<file path="src/rtl/wake_pin_ctrl.sv">
module wake_pin_ctrl #(
  parameter int CLK_HZ = 50_000_000,
  parameter int PULSE_MS = 50,
  parameter int ADDR_W = 8,
  parameter logic [ADDR_W-1:0] CFG_ADDR = 8'h54,
  parameter logic [ADDR_W-1:0] CTL_ADDR = 8'h84
) (
  input  logic              clk,
  input  logic              rst_n,
  input  logic              wake_evt,
  input  logic              sts_clr,
  input  logic              stab_done,
  input  logic              od_strap,
  input  logic              reg_wr,
  input  logic [ADDR_W-1:0] reg_addr,
  input  logic [2:0]        reg_wdata,
  output logic [3:0]        reg_rdata,
  output logic              pin_o,
  output logic              pin_oe,
  output logic              evt_irq,
  output logic              ready,
  output logic              acc_ok
);
  localparam int PULSE_CYC = (CLK_HZ / 1000) * PULSE_MS;
  localparam int CW = $clog2(PULSE_CYC + 1);
  localparam logic [CW-1:0] CNT_LOAD = CW'(PULSE_CYC);

  logic en_q, pol_q, mode_q, sts_q, stab_q, rdy_q;
  logic [CW-1:0] cnt_q;

  wire ctl_sel = (reg_addr == CTL_ADDR);
  wire cfg_sel = (reg_addr == CFG_ADDR);
  wire busy    = (cnt_q != '0);
  wire kill    = (sts_clr & ~wake_evt) | ~en_q;
  wire start   = wake_evt & en_q & mode_q & ~busy;
  wire active  = en_q & sts_q & (~mode_q | busy);

  always_ff @(posedge clk) begin
    if (!rst_n) begin
      en_q   <= 1'b0;
      pol_q  <= 1'b0;
      mode_q <= 1'b0;
    end else if (reg_wr && ctl_sel) begin
      en_q   <= reg_wdata[0];
      pol_q  <= reg_wdata[1];
      mode_q <= reg_wdata[2];
    end
  end

  always_ff @(posedge clk) begin
    if (!rst_n) sts_q <= 1'b0;
    else        sts_q <= wake_evt | (sts_q & ~sts_clr);
  end

  always_ff @(posedge clk) begin
    if (!rst_n)     cnt_q <= '0;
    else if (kill)  cnt_q <= '0;
    else if (start) cnt_q <= CNT_LOAD;
    else if (busy)  cnt_q <= cnt_q - 1'b1;
  end

  always_ff @(posedge clk) begin
    if (!rst_n) begin
      stab_q <= 1'b0;
      rdy_q  <= 1'b0;
    end else begin
      stab_q <= stab_done;
      rdy_q  <= rdy_q | (stab_done & ~stab_q);
    end
  end

  assign pin_o     = od_strap ? 1'b0 : ~(active ^ pol_q);
  assign pin_oe    = od_strap ? active : 1'b1;
  assign evt_irq   = sts_q;
  assign ready     = rdy_q;
  assign acc_ok    = rdy_q | ctl_sel | cfg_sel;
  assign reg_rdata = ctl_sel ? {rdy_q, mode_q, pol_q, en_q} : 4'b0;
endmodule


</file>
<file path="config.mk">
export PLATFORM = sky130hd
export DESIGN_NAME = wake_pin_ctrl
export DESIGN_NICKNAME = d
export VERILOG_FILES = /design/src/rtl/wake_pin_ctrl.sv
export SDC_FILE = /design/constraint.sdc
export NUM_CORES = 1
export LEC_CHECK = 0
export ABC_CLOCK_PERIOD_IN_PS = 2250
export BUFFER_PORTS_ARGS = -buffer_cell sky130_fd_sc_hd__buf_2
export CAP_MARGIN = 20
export CORE_MARGIN = 8
export CORE_UTILIZATION = 54
export DETAILED_ROUTE_END_ITERATION = 7
export PLACE_DENSITY = 0.79
export SETUP_SLACK_MARGIN = 0.3
export SLEW_MARGIN = 20
export SYNTH_ARGS = -nofsm -noshare
export SYNTH_HDL_FRONTEND = slang
export SYNTH_SLANG_ARGS = --single-unit
</file>
<file path="constraint.sdc">
create_clock -name clk -period 2.25 [get_ports clk]
set_input_delay 0.1125 -clock clk [delete_from_list [all_inputs] [get_ports clk]]
set_output_delay 0.1125 -clock clk [all_outputs]
set_load 0.01 [all_outputs]
</file>
==> out/qor.csv, run 1 <==
stage,metric,value,unit
outcome,run_status,"complete, but fails checks",
outcome,violations,negative setup slack,
logic_synthesis,dominantRegCellSynth,dfxtp_1,
logic_synthesis,netlist_top_cells_count,"dfxtp_1 (28), nor2_1 (21), a211oi_1 (12), nand2_1 (12), a21oi_1 (10)",
global_route,antenna_found_initial,0,
placed_design,dp_cells,230,
clocking,cts_inserted_buffers,3,
clocking,cts.clk_slew.worst_paths,0.15,ns
logic_synthesis,synth_cell_types,47,
sta,relSlewSlack,0.540,
sta,layout_min_cycle_time,2.31,ns
sta,fmax,0.433,GHz
power_and_ir_drop,pwr_density_cell,355,nW/µm²
power_and_ir_drop,p_leak,0.897,nW
critical_path,cp-startpoint,cnt_q[14],
critical_path,r2r_cells,8,
logic_synthesis,synth_edf_count,0,
logic_synthesis,synth_most_common_cell,dfxtp_1,
logic_synthesis,netlist_area,1460,µm²
logic_synthesis,ys_seq_area_frac,0.385,
floorplanning,io_pins,27,
critical_path,max_stage_delay,0.56,ns
layout,fin_area,2240,µm²
critical_path,slowest_stage,or4_4,
critical_path,cp.arrival,2.20,ns
floorplanning,die_width,67.9,µm
sta,rsz0062_at_grt,yes,
floorplanning,initial_utilization,0.547,
logic_synthesis,synth_top_area_share,0.385,
critical_path,crit_type,reg2out,
critical_path,worstSetupEndpointType,primary output,
detailed_routing,via_per_inst,6.39,
layout,multi_input_area,1110,µm²
logic_synthesis,synth_top_cells_by_area,"dfxtp_1 (38%), a211oi_1 (6.2%), nor2_1 (5.4%), xnor2_1 (3.6%), a21oi_1 (3.4%)",
detailed_routing,wl_met1,2180,µm
hold_path,hold_class,in2reg,
detailed_routing,highest_layer,met4,
critical_path,cp.required,2.14,ns
floorplanning,dieArea,4610,µm²
critical_path,crit_path_start_kind,flip-flop,
critical_path,reg2reg_to,cnt_q[14],
sta,fin_ws,-0.0604,ns
floorplanning,core_area,2660,µm²
detailed_routing,finalWirelength,5060,µm
floorplanning,rows,19,
logic_synthesis,synth_fp_nets,189,
sta,setup_viol,1,
sta,post-route-period-util,1.03,
layout,syn_to_final_growth,54.0,%
placed_design,dpl.hpwl,2490,µm
logic_synthesis,synthArstFlopShare,0,
sta,finalMaxSlewViolations,0,
detailed_routing,vias,1668,
layout,nFillCells,126,
layout,antenna_cells,0,
sta,fin_skew,0.00254,ns
global_route,grt_util_all_layers,0.202,
placed_design,gp_congestion,0.819,
detailed_routing,drc,0,
job,drv_cap,0,
critical_path,cp-endpoint,pin_o,
critical_path,reg2reg_slack,0.05,ns
detailed_routing,met2_length,2340,µm
logic_synthesis,ys_warn_count,0,
detailed_routing,first_pass_iters,4,
logic_synthesis,yosysTopAreaCell,dfxtp_1,
logic_synthesis,syn_avg_cell_area,8.57,µm²
global_route,grt_pass1_wl,7330,µm
sta,tightest_slew,0.683,ns
layout,finalNetCount,250,
detailed_routing,drt-wirelength-per-cell,19.4,µm
clocking,cts_sinks,28,
critical_path,crit_path_max_fanout,3,
clocking,cts_buffer_depth,2,
clocking,cts_tree,built,
logic_synthesis,netlist_instances,170,
layout,final_cells,261,
global_route,grt_max_degree,16,
critical_path,r2r_start,cnt_q[8],
clocking,clockRootBuffer,clkbuf_4,
placed_design,io_buffers,26,
power_and_ir_drop,peakVddDrop,0.000393,V
clocking,clk_latency,0.34,ns
global_route,grt_remaining_overflow,0,
layout,drive_gt1_frac,0.543,
layout,ff_latch_area,576,µm²
sta,hold_viol,0,
placed_design,placed_area,1660,µm²
logic_synthesis,synth_seq_cells,28,
floorplanning,die_h,67.9,µm
clocking,h-tree-depth,1,
global_route,grt_pass1_vias,1653,
detailed_routing,antenna_left,0,
critical_path,worstPathCellList,or4_4 -> nor4_4 -> buf_4 -> a31oi_4 -> xor2_1 -> nor2_1 -> buf_2,
detailed_routing,first_iter_violations,164,
detailed_routing,wl_met3,297,µm
[state kept, by name (all words and copies together), names as in the netlist]
register / flops
cnt_q: 22
en_q: 1
evt_irq: 1
mode_q: 1
pol_q: 1
ready: 1
stab_q: 1
[worst max-delay path: cells and delay by family (launching register included)]
family                    cells  cell delay (ns)
xor gates and xnor gates      1             0.15
and+or+nand+nor               3             0.93
DFF                           1             0.37
AOI/OAI and AO/OA             1             0.09
buffers and inverters         2             0.31
[metrics by stage]
step,power (mW),setup slack [ns],TNS [ns],hold WS [ns],utilization
global placement,0.548,0.125,0,0.330,0.623
global route,0.817,-0.148,-0.194,0.0142,0.843
detailed placement,0.549,-0.0173,-0.0320,0.334,0.623
CTS,0.798,-0.00934,-0.00934,0.00810,0.762
finish,0.797,-0.0604,-0.0604,0.0131,0.843
floorplan,0.525,0.272,0,0.230,-
[final cells by class]
type                    instances  share of cell area
flip-flops and latches         28               0.257
clock buffers                   4              0.0162
inverters                       4             0.00669
multi-input cells             134               0.496
well taps                      31              0.0173
repair buffers                 60               0.207
[worst min path at each step]
stage / from / to / slack [ns] / cells past startpoint
5_1_grt: reg_wdata[0] / en_q / 0.01 / 3
6_report: reg_wdata[1] / pol_q / 0.01 / 3
3_3_place_gp: stab_done / stab_q / 0.33 / 2
4_1_cts: wake_evt / evt_irq / 0.008 / 3
3_5_place_dp: stab_done / stab_q / 0.33 / 2
2_1_floorplan: rst_n / ready / 0.23 / 1
[cells in the final DEF (no fill, tap or decap), drive strengths merged, types with 2 or more instances in the layout]
cell type / count
buf: 59
dfxtp: 28
nor2: 21
a211oi: 13
nand2: 13
a21oi: 10
and2: 8
xnor2: 6
nor3: 6
or3: 5
or4: 4
nand3: 4
a21boi: 4
clkbuf: 4
inv: 4
nor2b: 3
or2: 3
nor4: 3
o21ai: 3
nand2b: 2
and3: 2
nand3b: 2
nand4b: 2
or3b: 2
nor3b: 2
[routing by layer]
metal,up-vias,GRT usage
li1,747,-
met3,26,0.0376
met5,-,0
met4,0,0.141
met1,807,0.240
met2,88,0.322
[report_power, final]
part	switching, mW	total, mW	internal (mW)
sequential	0.00245	0.500	0.497
clock	0.160	0.259	0.0994
combinational	0.0162	0.0379	0.0217
total	0.178	0.797	0.618
[logic make-up (layout without fill, tap and decap cells)]
| family | after synthesis | after routing | share of synthesized area |
|---|---|---|---|
| AO/OA/AOI/OAI | 38 | 38 | 0.180 |
| multiplexers | 1 | 1 | 0.00687 |
| flip-flops | 28 | 28 | 0.385 |
| buffers and inverters | 10 | 68 | 0.0404 |
| AND/OR/NAND/NOR | 85 | 87 | 0.338 |
| XOR/XNOR | 7 | 7 | 0.0421 |
| adder cells (fa/ha/maj) | 1 | 1 | 0.00859 |
[what timing repair did]
item | in CTS | in global routing
setup buffers | 16 | 8
pin swaps | 31 | 24
gates cloned | 1 | 1
setup endpoints to repair | 23 | 24
endpoints found under the hold margin | 1 | 0
gates resized for setup | 48 | 35
hold buffers | 1 | 0
Power figures use the tool's default switching activity.
==> inputs of run 2 (changes only) <==
--- a/config.mk
+++ b/config.mk
@@ -11,9 +11,10 @@
 export CORE_MARGIN = 8
 export CORE_UTILIZATION = 54
 export DETAILED_ROUTE_END_ITERATION = 7
-export PLACE_DENSITY = 0.79
+export PLACE_DENSITY = 0.78
 export SETUP_SLACK_MARGIN = 0.3
 export SLEW_MARGIN = 20
 export SYNTH_ARGS = -nofsm -noshare
 export SYNTH_HDL_FRONTEND = slang
 export SYNTH_SLANG_ARGS = --single-unit
+export TNS_END_PERCENT = 50
==> run 2 against run 1 <==
Effect of this change: die area unchanged; flip-flop and latch count is the same; the flow still finishes with violations (negative setup slack); sequential share of layout area increased by 2.2 points; non-clock buffer count shrank 8; first-iteration DRC count fell by 27%; worst hold slack better by 0.0016 ns.
==> out/qor.csv, run 2 (synthesis results as in run 1) <==
stage,metric,value,unit
clocking,clockRootBuffer,clkbuf_4,
sta,fin_skew,0.0141,ns
job,drv_cap,0,
global_route,grt_max_degree,17,
placed_design,dpl.hpwl,2590,µm
floorplanning,initial_utilization,0.547,
layout,fin_area,2070,µm²
critical_path,cp.arrival,2.15,ns
critical_path,crit_type,reg2out,
floorplanning,die_width,67.9,µm
critical_path,crit_path_start_kind,flip-flop,
placed_design,dp_slack,-0.0106,ns
sta,fin_ws,-0.0175,ns
global_route,grt_remaining_overflow,0,
sta,fmax,0.441,GHz
sta,post-route-period-util,1.01,
floorplanning,dieArea,4610,µm²
sta,finalMaxSlewViolations,0,
floorplanning,rows,19,
outcome,run_status,"complete, but fails checks",
sta,setup_viol,1,
sta,hold_ws,0.0147,ns
detailed_routing,first_pass_iters,5,
hold_path,hold_class,in2reg,
global_route,grt_pass1_wl,6350,µm
clocking,cts_tree,built,
clocking,cts_inserted_buffers,3,
floorplanning,die_h,67.9,µm
layout,syn_to_final_growth,41.9,%
critical_path,worstSetupEndpointType,primary output,
power_and_ir_drop,peakVddDrop,0.000424,V
layout,regMostFlops,cnt_q,
sta,layout_min_cycle_time,2.27,ns
sta,relSlewSlack,0.601,
layout,nFillCells,180,
sta,tightest_slew,0.596,ns
layout,final_util,0.776,
critical_path,crit_path_max_fanout,2,
clocking,cts_sinks,28,
power_and_ir_drop,pwr_density_cell,425,nW/µm²
detailed_routing,first_iter_violations,120,
clocking,clk_latency,0.35,ns
layout,multi_input_area,1020,µm²
detailed_routing,via_per_inst,6.00,
floorplanning,core_area,2660,µm²
critical_path,cp.required,2.14,ns
sta,rsz0062_at_grt,yes,
layout,layout_common_cells,"buf_2 (26), dfxtp_1 (20), nor2_1 (18), buf_4 (16)",
floorplanning,io_pins,27,
sta,tns,-0.0175,ns
clocking,h-tree-depth,1,
clocking,cts.clk_slew.worst_paths,0.16,ns
global_route,grt_pass1_vias,1460,
layout,drive_gt1_frac,0.475,
global_route,antenna_found_initial,0,
layout,layout_commonest_cell,buf_2,
outcome,violations,negative setup slack,
sta,hold_viol,0,
placed_design,io_buffers,26,
layout,largest_reg_flops,22,
layout,finalNetCount,241,
layout,ff_latch_area,576,µm²
detailed_routing,antenna_left,0,
placed_design,gp_congestion,0.930,
layout,antenna_cells,0,
clocking,cts_buffer_depth,2,
detailed_routing,drt-wirelength-per-cell,16.7,µm
detailed_routing,vias,1512,
detailed_routing,drc,0,
detailed_routing,finalWirelength,4220,µm
global_route,grt_util_all_layers,0.175,
power_and_ir_drop,p_leak,0.831,nW
placed_design,placed_area,1670,µm²
-- run 2: per-stage QoR --
stage	cells	power (mW)
floorplan	170	0.525
global placement	231	0.548
detailed placement	231	0.549
CTS	246	0.878
global route	252	0.901
finish	252	0.878
-- run 2: worst max-delay path, stage by stage (launching register included) --
cell and delay [ns]:
dfxtp_2 0.35, or4_4 0.56, nor4_4 0.26, buf_4 0.17, a31oi_4 0.09, xor2_1 0.16, nor2_1 0.08, buf_2 0.13
-- run 2: layer usage --
layer / vias up / GRT usage / part of all wire
met4: 0 / 0.0793 / 0.022
met3: 11 / 0.0344 / 0.054
met2: 58 / 0.309 / 0.51
met5: - / 0 / 0
met1: 716 / 0.197 / 0.41
li1: 727 / - / -
-- run 2: final timing paths --
kind / start / endpoint / slack (ns) / depth (start not counted)
hold reg to reg: cnt_q[7] / cnt_q[7] / 0.47 / 1
setup / recovery: cnt_q[19] / pin_o / -0.02 / 7
hold / removal: reg_wdata[1] / pol_q / 0.01 / 3
setup reg to reg: cnt_q[11] / cnt_q[19] / 0.07 / 5
-- run 2: layout make-up --
cell class              count  share of cell area
clock buffers               3              0.0109
well taps                  31              0.0188
flip-flops and latches     28               0.278
clock inverters             1              0.0145
multi-input cells         133               0.494
inverters                   4             0.00847
repair buffers             52               0.175
-- run 2: what timing repair did --
action                                  4_1_cts  5_1_grt
gates cloned                                  0        1
hold buffers                                  1        0
endpoints found under the setup margin       23       22
resized for setup                            32       28
pin swaps                                    22       17
endpoints found under the hold margin         1        0
buffers inserted                             10        5
-- run 2: power by group --
part / switching (mW) / total, mW / internal, mW
Combinational: 0.0168 / 0.0386 / 0.0218
Sequential: 0.00205 / 0.499 / 0.497
Clock: 0.160 / 0.340 / 0.180
==> inputs of run 3 (changes only) <==
--- a/config.mk
+++ b/config.mk
@@ -5,7 +5,6 @@
 export SDC_FILE = /design/constraint.sdc
 export NUM_CORES = 1
 export LEC_CHECK = 0
-export ABC_CLOCK_PERIOD_IN_PS = 2250
 export BUFFER_PORTS_ARGS = -buffer_cell sky130_fd_sc_hd__buf_2
 export CAP_MARGIN = 20
 export CORE_MARGIN = 8
==> constraint.sdc (replaced) <==
create_clock -name clk -period 2.25 [get_ports clk]
set_input_delay 0.45 -clock clk [delete_from_list [all_inputs] [get_ports clk]]
set_output_delay 0.45 -clock clk [all_outputs]
set_load 0.01 [all_outputs]
==> run 3 against run 2 <==
Effect of this change: the flow still finishes with violations (negative setup slack); sequential share of layout area increased by 0.092 points; non-clock buffer count is 2 lower; die area unchanged; worst setup slack worse by 0.26 ns; wire length increased by 2.2%; core utilization fell by 0.42 points; flip-flop and latch count stayed put; combinational power grew 4%; clock skew is 0.012 ns lower; cell count shrank 0.79%; critical endpoint unchanged; largest power group unchanged.
==> out/qor.csv, run 3 (synthesis results as in run 1) <==
stage,metric,value,unit
job,drv_cap,0,
floorplanning,initial_utilization,0.547,
clocking,clockRootBuffer,clkbuf_4,
clocking,clk_latency,0.32,ns
detailed_routing,first_pass_iters,4,
sta,setup_viol,2,
global_route,grt_pass1_vias,1471,
critical_path,r2r_start,cnt_q[11],
clocking,cts_buffer_depth,2,
layout,regMostFlops,cnt_q,
sta,fmax,0.396,GHz
detailed_routing,vias,1490,
critical_path,reg2reg_slack,0.02,ns
floorplanning,core_area,2660,µm²
global_route,antenna_found_initial,0,
sta,hold_ws,0.331,ns
detailed_routing,drc,0,
placed_design,dpl.hpwl,2530,µm
power_and_ir_drop,peakVddDrop,0.000434,V
hold_path,hold_start,stab_done,
clocking,cts.clk_slew.worst_paths,0.15,ns
layout,finalNetCount,239,
clocking,cts_inserted_buffers,3,
sta,post-route-period-util,1.12,
sta,tightest_slew,0.532,ns
floorplanning,die_h,67.9,µm
layout,layout_commonest_cell,buf_2,
layout,layout_common_cells,"buf_2 (24), dfxtp_1 (21), nor2_1 (17), buf_4 (15), buf_6 (11)",
power_and_ir_drop,pwr_density_cell,381,nW/µm²
hold_path,hold_path_depth,2,
critical_path,cp-startpoint,cnt_q[11],
floorplanning,dieArea,4610,µm²
sta,fin_skew,0.00184,ns
layout,antenna_cells,0,
hold_path,hold_end,stab_q,
floorplanning,rows,19,
layout,drive_gt1_frac,0.489,
outcome,violations,negative setup slack,
critical_path,crit_type,reg2out,
critical_path,worstSetupEndpointType,primary output,
sta,finalMaxSlewViolations,0,
layout,syn_to_final_growth,41.2,%
power_and_ir_drop,p_leak,0.829,nW
layout,final_util,0.772,
floorplanning,io_pins,27,
detailed_routing,finalWirelength,4310,µm
global_route,grt_max_degree,16,
sta,relSlewSlack,0.642,
critical_path,r2r_cells,8,
detailed_routing,via_per_inst,5.96,
hold_path,hold_class,in2reg,
global_route,grt_pass1_wl,6330,µm
power_and_ir_drop,finalPower,0.784,mW
floorplanning,die_width,67.9,µm
critical_path,cp.arrival,2.08,ns
critical_path,crit_path_max_fanout,3,
sta,hold_viol,0,
layout,largest_reg_flops,22,
detailed_routing,antenna_left,0,
placed_design,dp_cells,227,
global_route,grt_util_all_layers,0.172,
layout,final_cells,250,
outcome,run_status,"complete, but fails checks",
clocking,cts_tree,built,
detailed_routing,drt-wirelength-per-cell,17.3,µm
detailed_routing,first_iter_violations,113,
critical_path,cp.required,1.80,ns
placed_design,dp_slack,0.0606,ns
critical_path,crit_path_start_kind,flip-flop,
sta,fin_ws,-0.275,ns
placed_design,io_buffers,26,
global_route,grt_remaining_overflow,0,
sta,rsz0062_at_grt,yes,
sta,layout_min_cycle_time,2.53,ns
critical_path,reg2reg_to,cnt_q[5],
clocking,cts_sinks,28,
clocking,h-tree-depth,1,
placed_design,gp_congestion,0.879,
run 3: changes by cell type in the layout (fill, tap and decap cells not counted), sizes merged:
cell	before	now
buf	51	50
bufinv	1	0
clkbuf	3	4
dlygate4sd3	1	0
run 3: worst max-delay path, stage by stage, from the launching register on:
cell     delay (ns)
dfxtp_4        0.38
or4_4          0.53
nor4_4         0.30
a31oi_2        0.16
xor2_1         0.16
nor2_1         0.09
buf_2          0.13
run 3: how the worst max path moves through the flow:
stage	to	depth (start not counted)	slack [ns]
2_1_floorplan	pin_o	5	0.06
5_1_grt	pin_o	6	-0.36
3_3_place_gp	reg_rdata[0]	5	0.09
4_1_cts	pin_o	6	-0.25
3_5_place_dp	reg_rdata[0]	5	0.06
6_report	pin_o	6	-0.28
run 3: where the power goes:
part,leakage (nW),switching [mW],total (mW),internal (mW)
combinational,0.577,0.0176,0.0402,0.0227
sequential,0.231,0.00238,0.499,0.497
clock,0.0210,0.145,0.244,0.0990
total,0.829,0.165,0.784,0.619
run 3: timing repair:
action                                  4_1_cts  5_1_grt
endpoints found under the setup margin       26       27
hold buffers                                  0        0
pin swaps                                    30       19
cloned                                        1        0
buffers inserted                             10        8
gates resized for setup                      33       24
run 3: layer usage:
metal,global-route usage,vias to the layer above,share of wire
met2,0.300,68,0.48
met5,0,-,0
met1,0.209,702,0.45
met4,0.0384,0,0.014
met3,0.0376,7,0.057
li1,-,713,-
run 3: final cells by class:
class	count	area (µm²)
clock buffers	4	36.3
fillers	163	607
inverters	4	15.0
multi-input cells	133	1030
flip-flops and latches	28	574
well taps	31	38.8
repair buffers	50	357
run 3: metrics by stage:
stage	cell area [µm²]	setup TNS, ns
after floorplan	1500	0
after global placement	1670	0
after detailed placement	1670	0
after CTS	1900	-0.406
after global routing	2060	-0.693
final	2060	-0.463
